===== src/rtl/isa_cyc_pkg.sv =====
package isa_cyc_pkg;

  // Latched description of one bus command
  typedef struct packed {
    logic is_mem;   // memory (1) or I/O (0)
    logic is_wr;    // write (1) or read (0)
    logic wide;     // 16-bit (1) or 8-bit (0)
    logic low_mb;   // address inside the first megabyte
  } isa_cmd_t;

  localparam int unsigned STROBE_N = 2;  // read and write copies

endpackage


===== src/rtl/isa_len_sel.sv =====
module isa_len_sel
  import isa_cyc_pkg::*;
#(
  parameter int unsigned CNT_W     = 4,
  parameter int unsigned LEN_WIDE  = 3,
  parameter int unsigned LEN_NARROW = 6,
  parameter int unsigned ZW_MEM16  = 2,
  parameter int unsigned ZW_NARROW = 3
) (
  input  isa_cmd_t         cmd,
  output logic [CNT_W-1:0] full_len,
  output logic [CNT_W-1:0] short_len,
  output logic             zws_usable
);

  always_comb begin
    if (cmd.wide) begin
      full_len = CNT_W'(LEN_WIDE);
      if (cmd.is_mem) begin
        short_len  = CNT_W'(ZW_MEM16);
        zws_usable = 1'b1;
      end else begin
        // 16-bit I/O: early end is not honoured
        short_len  = CNT_W'(LEN_WIDE);
        zws_usable = 1'b0;
      end
    end else begin
      full_len   = CNT_W'(LEN_NARROW);
      short_len  = CNT_W'(ZW_NARROW);
      zws_usable = 1'b1;
    end
  end

endmodule


===== src/rtl/isa_cyc_fsm.sv =====
module isa_cyc_fsm
  import isa_cyc_pkg::*;
#(
  parameter int unsigned CNT_W = 4
) (
  input  logic             sysclk,
  input  logic             rst,
  input  logic             req_valid,
  input  isa_cmd_t         req_cmd,
  output logic             req_ready,
  input  logic             zws_n,
  input  logic             iochrdy,
  input  logic [CNT_W-1:0] full_len,
  input  logic [CNT_W-1:0] short_len,
  input  logic             zws_usable,
  output isa_cmd_t         cmd_q,
  output logic             cmd_on,
  output logic             done
);

  localparam logic [CNT_W-1:0] CNT_MAX = '1;

  logic [CNT_W-1:0] clk_idx;   // index of the current command clock
  logic             reached_full;
  logic             reached_short;
  logic             finish;
  logic             take;

  assign req_ready     = !cmd_on;
  assign take          = req_valid && !cmd_on;
  assign reached_full  = (clk_idx >= full_len);
  assign reached_short = zws_usable && !zws_n && (clk_idx >= short_len);
  // not-ready always holds the cycle open
  assign finish        = cmd_on && iochrdy && (reached_full || reached_short);

  always_ff @(posedge sysclk or posedge rst) begin
    if (rst) begin
      cmd_on  <= 1'b0;
      clk_idx <= '0;
      cmd_q   <= '0;
      done    <= 1'b0;
    end else begin
      done <= finish;
      if (take) begin
        cmd_on  <= 1'b1;
        clk_idx <= CNT_W'(1);
        cmd_q   <= req_cmd;
      end else if (finish) begin
        cmd_on  <= 1'b0;
        clk_idx <= '0;
      end else if (cmd_on && (clk_idx != CNT_MAX)) begin
        clk_idx <= clk_idx + CNT_W'(1);
      end
    end
  end

endmodule


===== src/rtl/isa_smem_stage.sv =====
module isa_smem_stage
  import isa_cyc_pkg::*;
(
  input  logic                sysclk,
  input  logic                rst,
  input  logic [STROBE_N-1:0] parent_n,
  input  logic                in_low_mb,
  output logic [STROBE_N-1:0] copy_n,
  output logic                drive_en
);

  for (genvar g = 0; g < STROBE_N; g++) begin : g_copy
    logic q;
    always_ff @(posedge sysclk or posedge rst) begin
      if (rst) q <= 1'b1;
      else     q <= parent_n[g] | !in_low_mb;
    end
    assign copy_n[g] = q;
  end

  always_ff @(posedge sysclk or posedge rst) begin
    if (rst) drive_en <= 1'b0;
    else     drive_en <= 1'b1;
  end

endmodule


===== src/rtl/isa_cyc_seq.sv =====
module isa_cyc_seq
  import isa_cyc_pkg::*;
#(
  parameter int unsigned ADDR_W      = 24,
  parameter int unsigned LOW_MB_BITS = 20,
  parameter int unsigned CNT_W       = 4,
  parameter int unsigned LEN_WIDE    = 3,
  parameter int unsigned LEN_NARROW  = 6,
  parameter int unsigned ZW_MEM16    = 2,
  parameter int unsigned ZW_NARROW   = 3
) (
  input  logic              sysclk,
  input  logic              rst,
  input  logic              req_valid,
  output logic              req_ready,
  input  logic              req_is_mem,
  input  logic              req_is_wr,
  input  logic              req_wide,
  input  logic [ADDR_W-1:0] req_addr,
  input  logic              zws_n,
  input  logic              iochrdy,
  output logic              memr_n,
  output logic              memw_n,
  output logic              ior_n,
  output logic              iow_n,
  output logic              smemr_n,
  output logic              smemw_n,
  output logic              smem_oe,
  output logic              cyc_done
);

  localparam int unsigned HI_W = ADDR_W - LOW_MB_BITS;

  isa_cmd_t          req_cmd;
  isa_cmd_t          cmd_q;
  logic              cmd_on;
  logic [CNT_W-1:0]  full_len;
  logic [CNT_W-1:0]  short_len;
  logic              zws_usable;
  logic [STROBE_N-1:0] mem_par_n;
  logic [STROBE_N-1:0] mem_copy_n;

  always_comb begin
    req_cmd.is_mem = req_is_mem;
    req_cmd.is_wr  = req_is_wr;
    req_cmd.wide   = req_wide;
    req_cmd.low_mb = (req_addr[ADDR_W-1:LOW_MB_BITS] == HI_W'(0));
  end

  isa_len_sel #(
    .CNT_W(CNT_W), .LEN_WIDE(LEN_WIDE), .LEN_NARROW(LEN_NARROW),
    .ZW_MEM16(ZW_MEM16), .ZW_NARROW(ZW_NARROW)
  ) len_i (
    .cmd(cmd_q), .full_len(full_len), .short_len(short_len),
    .zws_usable(zws_usable)
  );

  isa_cyc_fsm #(.CNT_W(CNT_W)) fsm_i (
    .sysclk(sysclk), .rst(rst), .req_valid(req_valid), .req_cmd(req_cmd),
    .req_ready(req_ready), .zws_n(zws_n), .iochrdy(iochrdy),
    .full_len(full_len), .short_len(short_len), .zws_usable(zws_usable),
    .cmd_q(cmd_q), .cmd_on(cmd_on), .done(cyc_done)
  );

  assign memr_n = !(cmd_on &&  cmd_q.is_mem && !cmd_q.is_wr);
  assign memw_n = !(cmd_on &&  cmd_q.is_mem &&  cmd_q.is_wr);
  assign ior_n  = !(cmd_on && !cmd_q.is_mem && !cmd_q.is_wr);
  assign iow_n  = !(cmd_on && !cmd_q.is_mem &&  cmd_q.is_wr);

  assign mem_par_n = {memw_n, memr_n};

  isa_smem_stage smem_i (
    .sysclk(sysclk), .rst(rst), .parent_n(mem_par_n),
    .in_low_mb(cmd_q.low_mb), .copy_n(mem_copy_n), .drive_en(smem_oe)
  );

  assign smemr_n = mem_copy_n[0];
  assign smemw_n = mem_copy_n[1];

endmodule


===== config.mk =====
export PLATFORM = sky130hd
export DESIGN_NAME = isa_cyc_seq
export DESIGN_NICKNAME = d
export VERILOG_FILES = /design/src/rtl/isa_cyc_pkg.sv /design/src/rtl/isa_len_sel.sv /design/src/rtl/isa_cyc_fsm.sv /design/src/rtl/isa_smem_stage.sv /design/src/rtl/isa_cyc_seq.sv
export SDC_FILE = /design/constraint.sdc
export NUM_CORES = 1
export LEC_CHECK = 0
export CORE_MARGIN = 2
export CORE_UTILIZATION = 36
export DETAILED_ROUTE_END_ITERATION = 8
export PLACE_DENSITY = 0.86
export SLEW_MARGIN = 40
export SYNTH_ARGS = -nofsm -noshare
export SYNTH_HDL_FRONTEND = slang
export SYNTH_SLANG_ARGS = --single-unit

===== constraint.sdc =====
create_clock -name sysclk -period 2.3 [get_ports sysclk]
set_input_delay 0.69 -clock sysclk [delete_from_list [all_inputs] [get_ports sysclk]]
set_output_delay 0.69 -clock sysclk [all_outputs]
set_load 0.05 [all_outputs]

==> impl_metrics.yaml, run 1 <==
timing:
  finalHoldViolCount: 0
  period_share_pct: 91.7
  rsz0062_at_grt: "false"
  worst_pin_slew_ns: 0.501
  fin_setup_tns_ns: 0
  relSlewSlack_pct: 66.6
  fmax_mhz: 474
  finalCriticalPeriod_ns: 2.11
  skew_ns: 0.00408
  finalSetupViolCount: 0
  slew_viol_final: 0
power:
  peakVddDrop_mv: 1.13
  p_leak_nw: 0.409
  finalPower_w: 0.00130
  powerDensity_mw_per_mm2: 1370
logic_synthesis:
  synth_cell_types: 28
  synth.avg_cell_area_sq_um: 11.5
  synth_top_area_share_pct: 39.2
  synth_area_leaders: "dfrtp_1, dfstp_2, ha_1"
  syn_inst: 61
  synth_largest_area_cell: "dfrtp_1"
  synth-seq-area-share_pct: 46.7
  syn-cell-area_sq_um: 702
  synth_nets: 97
  synth-seq-cells: 13
  yosysWarnings: 0
global_routing:
  grt_max_degree: 14
  first_global_vias: 557
  antenna_found_initial: 0
  overflow: 0
  grt_first_pass_wirelength_mm: 2.32
  groute.usage.overall_pct: 15.1
floorplan:
  core_region_area_sq_mm: 0.00178
  start_util_pct: 39.4
  fp.dieW_microns: 48.2
  ioPinCount: 41
  die_area_sq_mm: 0.00232
  die_h_microns: 48.2
  fp-row-count: 15
clock_network:
  ctsHoldBuffers: 0
  cts_tree: "done"
  cts_max_level: 1
  numCtsBuffers: 3
  post_cts_buffers: 0
  cts_resized: 0
  root_buffer: "clkbuf_4"
  clk_pin_slew_ns: 0.08
  clock_tree.buffer_depth: 2
  cts.sinks: 13
  insertion_delay_ns: 0.28
critical_path:
  crit_type: "reg -> out"
  worstPathCellList: "inv_1 > or3_1 > buf_4"
  crit_path_start: "fsm_i.cmd_q[3]$_DFFE_PP0P_"
  path_buf_inv: 2
  worstPathRequired_ns: 1.61
  crit_family: "flip-flops"
  r2r-start: "fsm_i.clk_idx[0]$_DFFE_PP0P_"
  crit_path_start_kind: "flip-flop"
  crit_fanout: 6
  cp_data_arrival_time_ns: 1.42
  worst_setup_path_end_kind: "output pin"
  slowest_delay_ns: 0.44
  slowest_stage: "dfrtp_1"
drt:
  drc: 0
  drtPass1Iterations: 2
  ant_nets: 0
  drt_iter0_markers: 4
  vias: 560
  wl_per_cell_microns: 12.2
  vias_per_cell: 5.09
  finalWirelength_mm: 1.35
min_path:
  worstHoldPathType: "reg -> reg"
  hp-start: "fsm_i.cmd_q[0]$_DFFE_PP0P_"
outcome:
  outcome: "finished, final reports clean"
cells_and_area:
  area_delta_synth_final_pct: 35.1
  mostFrequentLayoutCell: "clkdlybuf4s50_1"
  n_fill_cell: 173
  drive_gt1_share_pct: 27.1
  final_cell_mix: "clkdlybuf4s50_1, dfrtp_1, buf_4"
  antenna_cells: 0
  final_nets: 122
placed_design:
  post-dp-hpwl_mm: 1.03
  io_buffers: 20
  gp_congestion: 0.776
run:
  maxCapViolCount: 0
state kept, by name (all words and copies together), names as in the netlist:
| register | cells |
|---|---|
| fsm_i.clk_idx | 4 |
| fsm_i.cmd_q | 4 |
| smem_i.g_copy.q | 2 |
| fsm_i.cmd_on | 1 |
| fsm_i.done | 1 |
| smem_i.drive_en | 1 |
metrics by stage:
stage / hold slack (ns) / utilization (%) / cell area, sq um / setup WS (ns) / std cells
final: 0.472 / 53.2 / 948 / 0.190 / 110
after detailed placement: 0.458 / 51.6 / 921 / 0.199 / 106
after global routing: 0.511 / 53.2 / 948 / 0.0868 / 110
after CTS: 0.470 / 53.2 / 948 / 0.166 / 110
after floorplan: 0.440 / - / 702 / 0.234 / 61
after global placement: 0.461 / 51.6 / 921 / 0.245 / 106
cell type report:
| type | instances | area, sq um | area share (%) |
|---|---|---|---|
| multi-input combinational | 41 | 345 | 36.4 |
| sequential | 13 | 328 | 34.6 |
| timing repair buffer | 22 | 198 | 20.8 |
| tap | 25 | 31.3 | 3.30 |
| clock buffer | 3 | 22.5 | 2.37 |
| inverter | 5 | 18.8 | 1.98 |
| clock inverter | 1 | 5.00 | 0.528 |
routing by layer:
layer	GRT usage, %	share of wire, %	vias up
met1	16.9	44	272
met4	6.49	1.3	0
li1	-	-	267
met2	24.7	49	17
met3	6.67	5.2	4
met5	0	0	-
cells in the mapped netlist:
cell type,instances
buf_2,2
nor2_1,2
mux2_2,3
inv_1,5
or3_1,2
and3_1,1
o32ai_4,1
a211oi_1,1
nand4b_1,1
nand2b_1,1
nor3_1,3
a2111oi_2,2
xnor2_1,1
mux2i_1,1
o21ai_0,1
nand2b_4,1
dfrtp_1,11
nand2_1,4
a21oi_1,2
a311oi_4,1
nand4_1,2
nand3_1,3
a21o_1,1
dfstp_2,2
nor4_1,1
conb_1,1
ha_1,4
nor2b_1,1
final timing paths:
path                                                      to  slack, ns  cells after the start
worst max-delay path                                  memr_n       0.19                      3
worst min-delay path            smem_i.g_copy[1].q$_DFF_PP1_       0.47                      1
worst max register to register  fsm_i.clk_idx[3]$_DFFE_PP0P_       0.46                      6
worst min register to register  smem_i.g_copy[1].q$_DFF_PP1_       0.47                      1
max in group asynchronous       smem_i.g_copy[1].q$_DFF_PP1_       1.22                      2
min in group asynchronous         fsm_i.cmd_q[0]$_DFFE_PP0P_       0.72                      2
kinds of logic after synthesis:
family | synth area share (%)
adders and majority gates | 7.13
buffers and inverters | 4.10
AOI/OAI and AO/OA | 16.2
and+or+nand+nor | 17.8
muxes | 6.24
DFF | 46.7
other | 0.534
xor gates and xnor gates | 1.25
worst register-to-register path: stages (launching register included):
cell and delay [ns]:
dfrtp_1 0.44, inv_1 0.09, ha_1 0.28, nand2b_4 0.15, a311oi_4 0.31, o32ai_4 0.18
a2111oi_2 0.30
report_power, final:
part	switching, W	internal (W)	total [W]
combinational	0.000419	0.000324	0.000743
sequential	0.000101	0.000310	0.000411
clock	0.0000790	0.0000646	0.000144
total	0.000599	0.000699	0.00130
(Power assumes the default switching activity.)
==> run 2: changes to the inputs <==
--- a/config.mk
+++ b/config.mk
@@ -5,10 +5,13 @@
 export SDC_FILE = /design/constraint.sdc
 export NUM_CORES = 1
 export LEC_CHECK = 0
+export CELL_PAD_IN_SITES_DETAIL_PLACEMENT = 0
+export CELL_PAD_IN_SITES_GLOBAL_PLACEMENT = 2
 export CORE_MARGIN = 2
-export CORE_UTILIZATION = 36
+export CORE_UTILIZATION = 21
 export DETAILED_ROUTE_END_ITERATION = 8
 export PLACE_DENSITY = 0.86
+export REMOVE_ABC_BUFFERS = 1
 export SLEW_MARGIN = 40
 export SYNTH_ARGS = -nofsm -noshare
 export SYNTH_HDL_FRONTEND = slang
==> run 2 against run 1 <==
  * Utilization is 22 points lower
  * Global-route usage decreased by 6.3 points
  * Sequential power is essentially flat
  * Critical path depth unchanged
  * Clock-buffer cell count rose by 1
  * Largest power group unchanged
  * Worst hold slack worse by 0.00085 ns
  * Design area increased by 3.2%
  * Maximum frequency grew 0.50%
  * Clock power about the same
  * Via count down 4.1%
==> impl_metrics.yaml, run 2 (synthesis gave the netlist of run 1 again) <==
timing:
  fin_setup_tns_ns: 0
  fmax_mhz: 476
  period_share_pct: 91.3
  finalCriticalPeriod_ns: 2.10
  rsz0062_at_grt: "false"
  slew_viol_final: 0
  finalHoldViolCount: 0
  skew_ns: 0.00479
  finalSetupViolCount: 0
critical_path:
  cp_data_arrival_time_ns: 1.41
  r2r-start: "fsm_i.clk_idx[0]$_DFFE_PP0P_"
  r2r_cells: 6
  r2r_setup_slack_ns: 0.43
  crit_fanout: 6
  endpoint: "memr_n"
  worst_setup_path_end_kind: "output pin"
  crit_path_start_kind: "flip-flop"
  crit_path_start: "fsm_i.cmd_q[3]$_DFFE_PP0P_"
  worstReg2RegEnd: "fsm_i.clk_idx[3]$_DFFE_PP0P_"
  worstPathRequired_ns: 1.61
  crit_type: "reg -> out"
cells_and_area:
  antenna_cells: 0
  mostFrequentLayoutCell: "clkdlybuf4s50_1"
  final_cell_mix: "clkdlybuf4s50_1, dfrtp_1, buf_4"
  top_regs: "fsm_i.clk_idx (4), fsm_i.cmd_q (4), smem_i.g_copy.q (2)"
  final_nets: 123
  area_delta_synth_final_pct: 39.4
  final_core_util_pct: 31.3
  drive_gt1_share_pct: 26.7
  instances_no_fill: 130
clock_network:
  cts_max_level: 1
  root_buffer: "clkbuf_4"
  cts.sinks: 13
  cts_resized: 0
  post_cts_buffers: 0
  clk_pin_slew_ns: 0.07
  clock_tree.buffer_depth: 2
  numCtsBuffers: 3
  cts_tree: "done"
  ctsHoldBuffers: 0
  insertion_delay_ns: 0.28
placed_design:
  gp_congestion: 0.696
  post-dp-hpwl_mm: 1.08
  placed_cells: 126
  io_buffers: 20
power:
  pwr-share-clk_pct: 10.9
  internal_power_w: 0.000705
  peakVddDrop_mv: 0.904
  pwr-share-comb_pct: 57.6
  p_leak_nw: 0.411
  swShare_pct: 46.0
  powerDensity_mw_per_mm2: 1330
  share_seq_of_total_power_pct: 31.6
  p_switching_w: 0.000601
global_routing:
  use_met3_pct: 3.73
  first_global_vias: 547
  met2_usage_pct: 14.1
  grt_first_pass_wirelength_mm: 2.42
  overflow: 0
  groute.usage.overall_pct: 8.80
  grt_max_degree: 14
  antenna_found_initial: 0
  use_met1_pct: 10.7
  busiest_layer: "met2"
floorplan:
  fp.dieW_microns: 61.8
  core_region_area_sq_mm: 0.00313
  start_util_pct: 22.4
  die_h_microns: 61.8
  ioPinCount: 41
  die_area_sq_mm: 0.00382
  fp-row-count: 20
drt:
  finalWirelength_mm: 1.38
  vias: 537
  drc: 0
  ant_nets: 0
  drt_iter0_markers: 12
  vias_per_cell: 4.13
  wl_per_cell_microns: 10.6
  drtPass1Iterations: 2
run:
  maxCapViolCount: 0
outcome:
  outcome: "finished, final reports clean"
min_path:
  worstHoldPathType: "reg -> reg"
  hp-start: "fsm_i.cmd_q[0]$_DFFE_PP0P_"
run 2: changes by cell type in the layout (fill, tap and decap cells not counted), sizes merged:
| cell | delta |
|---|---|
| buf | +1 |
| clkbuf | +1 |
| clkinv | -1 |
run 2: worst min-delay path by stage:
stage,end,cells past startpoint
3_3_place_gp,smem_i.g_copy[1].q$_DFF_PP1_,1
5_1_grt,smem_i.g_copy[1].q$_DFF_PP1_,1
2_1_floorplan,smem_i.g_copy[1].q$_DFF_PP1_,1
3_5_place_dp,smem_i.g_copy[0].q$_DFF_PP1_,1
4_1_cts,smem_i.g_copy[0].q$_DFF_PP1_,1
6_report,smem_i.g_copy[0].q$_DFF_PP1_,1
run 2: final cells by class:
| cell class | count | area [sq um] |
|---|---|---|
| fillers | 323 | 2150 |
| multi-input cells | 41 | 345 |
| flip-flops and latches | 13 | 328 |
| repair buffers | 23 | 205 |
| well taps | 44 | 55.1 |
| clock buffers | 4 | 26.3 |
| inverters | 5 | 18.8 |
run 2: power by group through the flow:
stage          clock [W]  sequential, W  combinational, W
6_report        0.000142       0.000412          0.000751
5_1_grt         0.000162       0.000429          0.000816
4_1_cts         0.000147       0.000414          0.000763
3_5_place_dp           0       0.000418          0.000759
3_3_place_gp           0       0.000413          0.000740
2_1_floorplan          0       0.000432          0.000538
run 2: through the flow:
step	area [sq um]	setup WS [ns]	hold slack [ns]	total power (W)
floorplan	692	0.217	0.440	0.000970
global placement	952	0.213	0.465	0.00115
detailed placement	952	0.199	0.463	0.00118
CTS	978	0.198	0.474	0.00132
global route	978	0.141	0.519	0.00141
finish	978	0.201	0.471	0.00131
run 2: metal layers:
metal / routed length, microns / vias up
met5: 0 / -
met4: 7 / 0
met3: 103 / 2
met2: 632 / 20
met1: 631 / 242
li1: - / 273
run 2: critical path, stage by stage (launching register included):
cell and delay, ns:
dfrtp_1 0.44, inv_1 0.12, or3_1 0.38, buf_4 0.20
==> run 3: changes to the inputs <==
--- a/config.mk
+++ b/config.mk
@@ -8,11 +8,14 @@
 export CELL_PAD_IN_SITES_DETAIL_PLACEMENT = 0
 export CELL_PAD_IN_SITES_GLOBAL_PLACEMENT = 2
 export CORE_MARGIN = 2
-export CORE_UTILIZATION = 21
+export CORE_UTILIZATION = 33
+export CTS_CLUSTER_SIZE = 24
 export DETAILED_ROUTE_END_ITERATION = 8
-export PLACE_DENSITY = 0.86
+export DONT_BUFFER_PORTS = 1
+export PLACE_DENSITY = 0.81
 export REMOVE_ABC_BUFFERS = 1
 export SLEW_MARGIN = 40
 export SYNTH_ARGS = -nofsm -noshare
 export SYNTH_HDL_FRONTEND = slang
 export SYNTH_SLANG_ARGS = --single-unit
+export TNS_END_PERCENT = 100
==> run 3 against run 2 <==
  * Worst hold slack got worse by 0.15 ns
  * Utilization increased by 7.8 points
  * Critical path depth fell by 1
  * Power decreased by 7.4%
  * Critical endpoint unchanged
  * Critical path type unchanged
  * Highest routed layer unchanged
  * Flip-flop and latch count is the same
  * Clock power hardly changed
  * Non-clock buffer count down 20
  * Register-to-register slack better by 0.02 ns
  * Setup slack got worse by 0.0065 ns
==> impl_metrics.yaml, run 3 (synthesis gave the netlist of run 1 again) <==
drt:
  finalWirelength_mm: 1.25
  drtPass1Iterations: 3
  drc: 0
  vias: 466
  drt_iter0_markers: 6
  wl_per_cell_microns: 13.5
  vias_per_cell: 5.01
  ant_nets: 0
power:
  pwr-share-clk_pct: 11.7
  peakVddDrop_mv: 0.950
  pwr-share-comb_pct: 51.4
  internal_power_w: 0.000633
  powerDensity_mw_per_mm2: 1560
  share_seq_of_total_power_pct: 36.9
  swShare_pct: 47.6
  p_leak_nw: 0.329
  finalPower_w: 0.00121
  p_switching_w: 0.000576
critical_path:
  worstPathRequired_ns: 1.61
  worstPathCellList: "inv_1 > or3_1"
  slowest_delay_ns: 0.61
  crit_family: "simple AND/OR/NAND/NOR gates"
  crit_path_start_kind: "flip-flop"
  crit_fanout: 6
  cp_data_arrival_time_ns: 1.42
  path_buf_inv: 1
  worst_setup_path_end_kind: "output pin"
  slowest_stage: "or3_1"
  crit_type: "reg -> out"
clock_network:
  ctsHoldBuffers: 0
  clk_pin_slew_ns: 0.08
  root_buffer: "clkbuf_4"
  cts_tree: "done"
  clock_tree.buffer_depth: 2
  post_cts_buffers: 0
  cts.sinks: 13
  insertion_delay_ns: 0.27
  numCtsBuffers: 3
  cts_max_level: 1
  cts_resized: 0
min_path:
  worstHoldPathType: "in -> async"
placed_design:
  gp_congestion: 0.763
  dpl_cell_area_sq_um: 748
  pre_cts_ws_ns: 0.437
  post-dp-hpwl_microns: 950
  io_buffers: 0
floorplan:
  fp-row-count: 16
  die_h_microns: 50.1
  ioPinCount: 41
  start_util_pct: 35.4
  die_area_sq_mm: 0.00251
  fp.dieW_microns: 50.1
  core_region_area_sq_mm: 0.00198
timing:
  finalSetupViolCount: 0
  fmax_mhz: 475
  slew_viol_final: 0
  finalCriticalPeriod_ns: 2.11
  period_share_pct: 91.6
  rsz0062_at_grt: "false"
  skew_ns: 0.00248
  timing.final.ws_setup_ns: 0.194
  worst_pin_slew_ns: 0.534
  fin_setup_tns_ns: 0
  relSlewSlack_pct: 64.3
  finalHoldViolCount: 0
cells_and_area:
  mostFrequentLayoutCell: "dfrtp_1"
  final_cell_mix: "dfrtp_1, inv_1, nand2_1, ha_1"
  area_delta_synth_final_pct: 10.3
  design_area_sq_um: 774
  drive_gt1_share_pct: 24.2
  n_fill_cell: 205
  top_regs: "fsm_i.clk_idx (4), fsm_i.cmd_q (4), smem_i.g_copy.q (2)"
  final_nets: 103
  antenna_cells: 0
global_routing:
  groute.usage.overall_pct: 12.2
  grt_first_pass_wirelength_mm: 2.28
  overflow: 0
  grt_max_degree: 14
  antenna_found_initial: 0
  first_global_vias: 496
run:
  maxCapViolCount: 0
outcome:
  outcome: "finished, final reports clean"
[run 3: cell types whose count changed in the layout (fill, tap and decap cells not counted), sizes merged]
cell,change
clkdlybuf4s50,-13
buf,-7
[run 3: power by group through the flow]
stage / Clock (W) / Sequential (W) / Combinational, W
floorplan: 0 / 0.000432 / 0.000538
global placement: 0 / 0.000450 / 0.000616
detailed placement: 0 / 0.000454 / 0.000627
CTS: 0.000149 / 0.000450 / 0.000631
global route: 0.000161 / 0.000470 / 0.000684
finish: 0.000141 / 0.000446 / 0.000621
[run 3: metrics by stage]
step | instances | hold WS [ns] | util, %
finish | 93 | 0.320 | 39.1
global route | 93 | 0.353 | 39.1
CTS | 93 | 0.334 | 39.1
detailed placement | 89 | 0.470 | 37.8
global placement | 89 | 0.466 | 37.8
floorplan | 59 | 0.440 | -
[run 3: final cells by class]
cell class              instances  area (sq um)  area share, %
clock buffers                   4          26.3           3.39
repair buffers                  3          22.5           2.91
well taps                      27          33.8           4.36
inverters                       5          18.8           2.42
multi-input cells              41           345           44.6
flip-flops and latches         13           328           42.3
[run 3: per-layer routing]
| metal | vias up | part of all wire [%] | GRT usage, % | routed length [microns] |
|---|---|---|---|---|
| met4 | 0 | 0.80 | 1.39 | 10 |
| met2 | 20 | 45 | 17.3 | 562 |
| met3 | 2 | 8.6 | 7.88 | 107 |
| met1 | 212 | 46 | 15.7 | 571 |
| li1 | 232 | - | - | - |
| met5 | - | 0 | 0 | 0 |
[run 3: final timing paths]
| check | from | to | slack [ns] | cells after the start |
|---|---|---|---|---|
| min in group sysclk | fsm_i.cmd_q[0]$_DFFE_PP0P_ | smem_i.g_copy[1].q$_DFF_PP1_ | 0.47 | 1 |
| max in group asynchronous | rst | smem_i.g_copy[1].q$_DFF_PP1_ | 1.63 | 1 |
| setup / recovery | fsm_i.cmd_q[3]$_DFFE_PP0P_ | memr_n | 0.19 | 2 |
| hold / removal | rst | fsm_i.cmd_on$_DFFE_PP0P_ | 0.32 | 1 |
| setup reg to reg | fsm_i.clk_idx[0]$_DFFE_PP0P_ | fsm_i.clk_idx[2]$_DFFE_PP0P_ | 0.45 | 6 |
| hold reg to reg | fsm_i.cmd_q[0]$_DFFE_PP0P_ | smem_i.g_copy[1].q$_DFF_PP1_ | 0.47 | 1 |
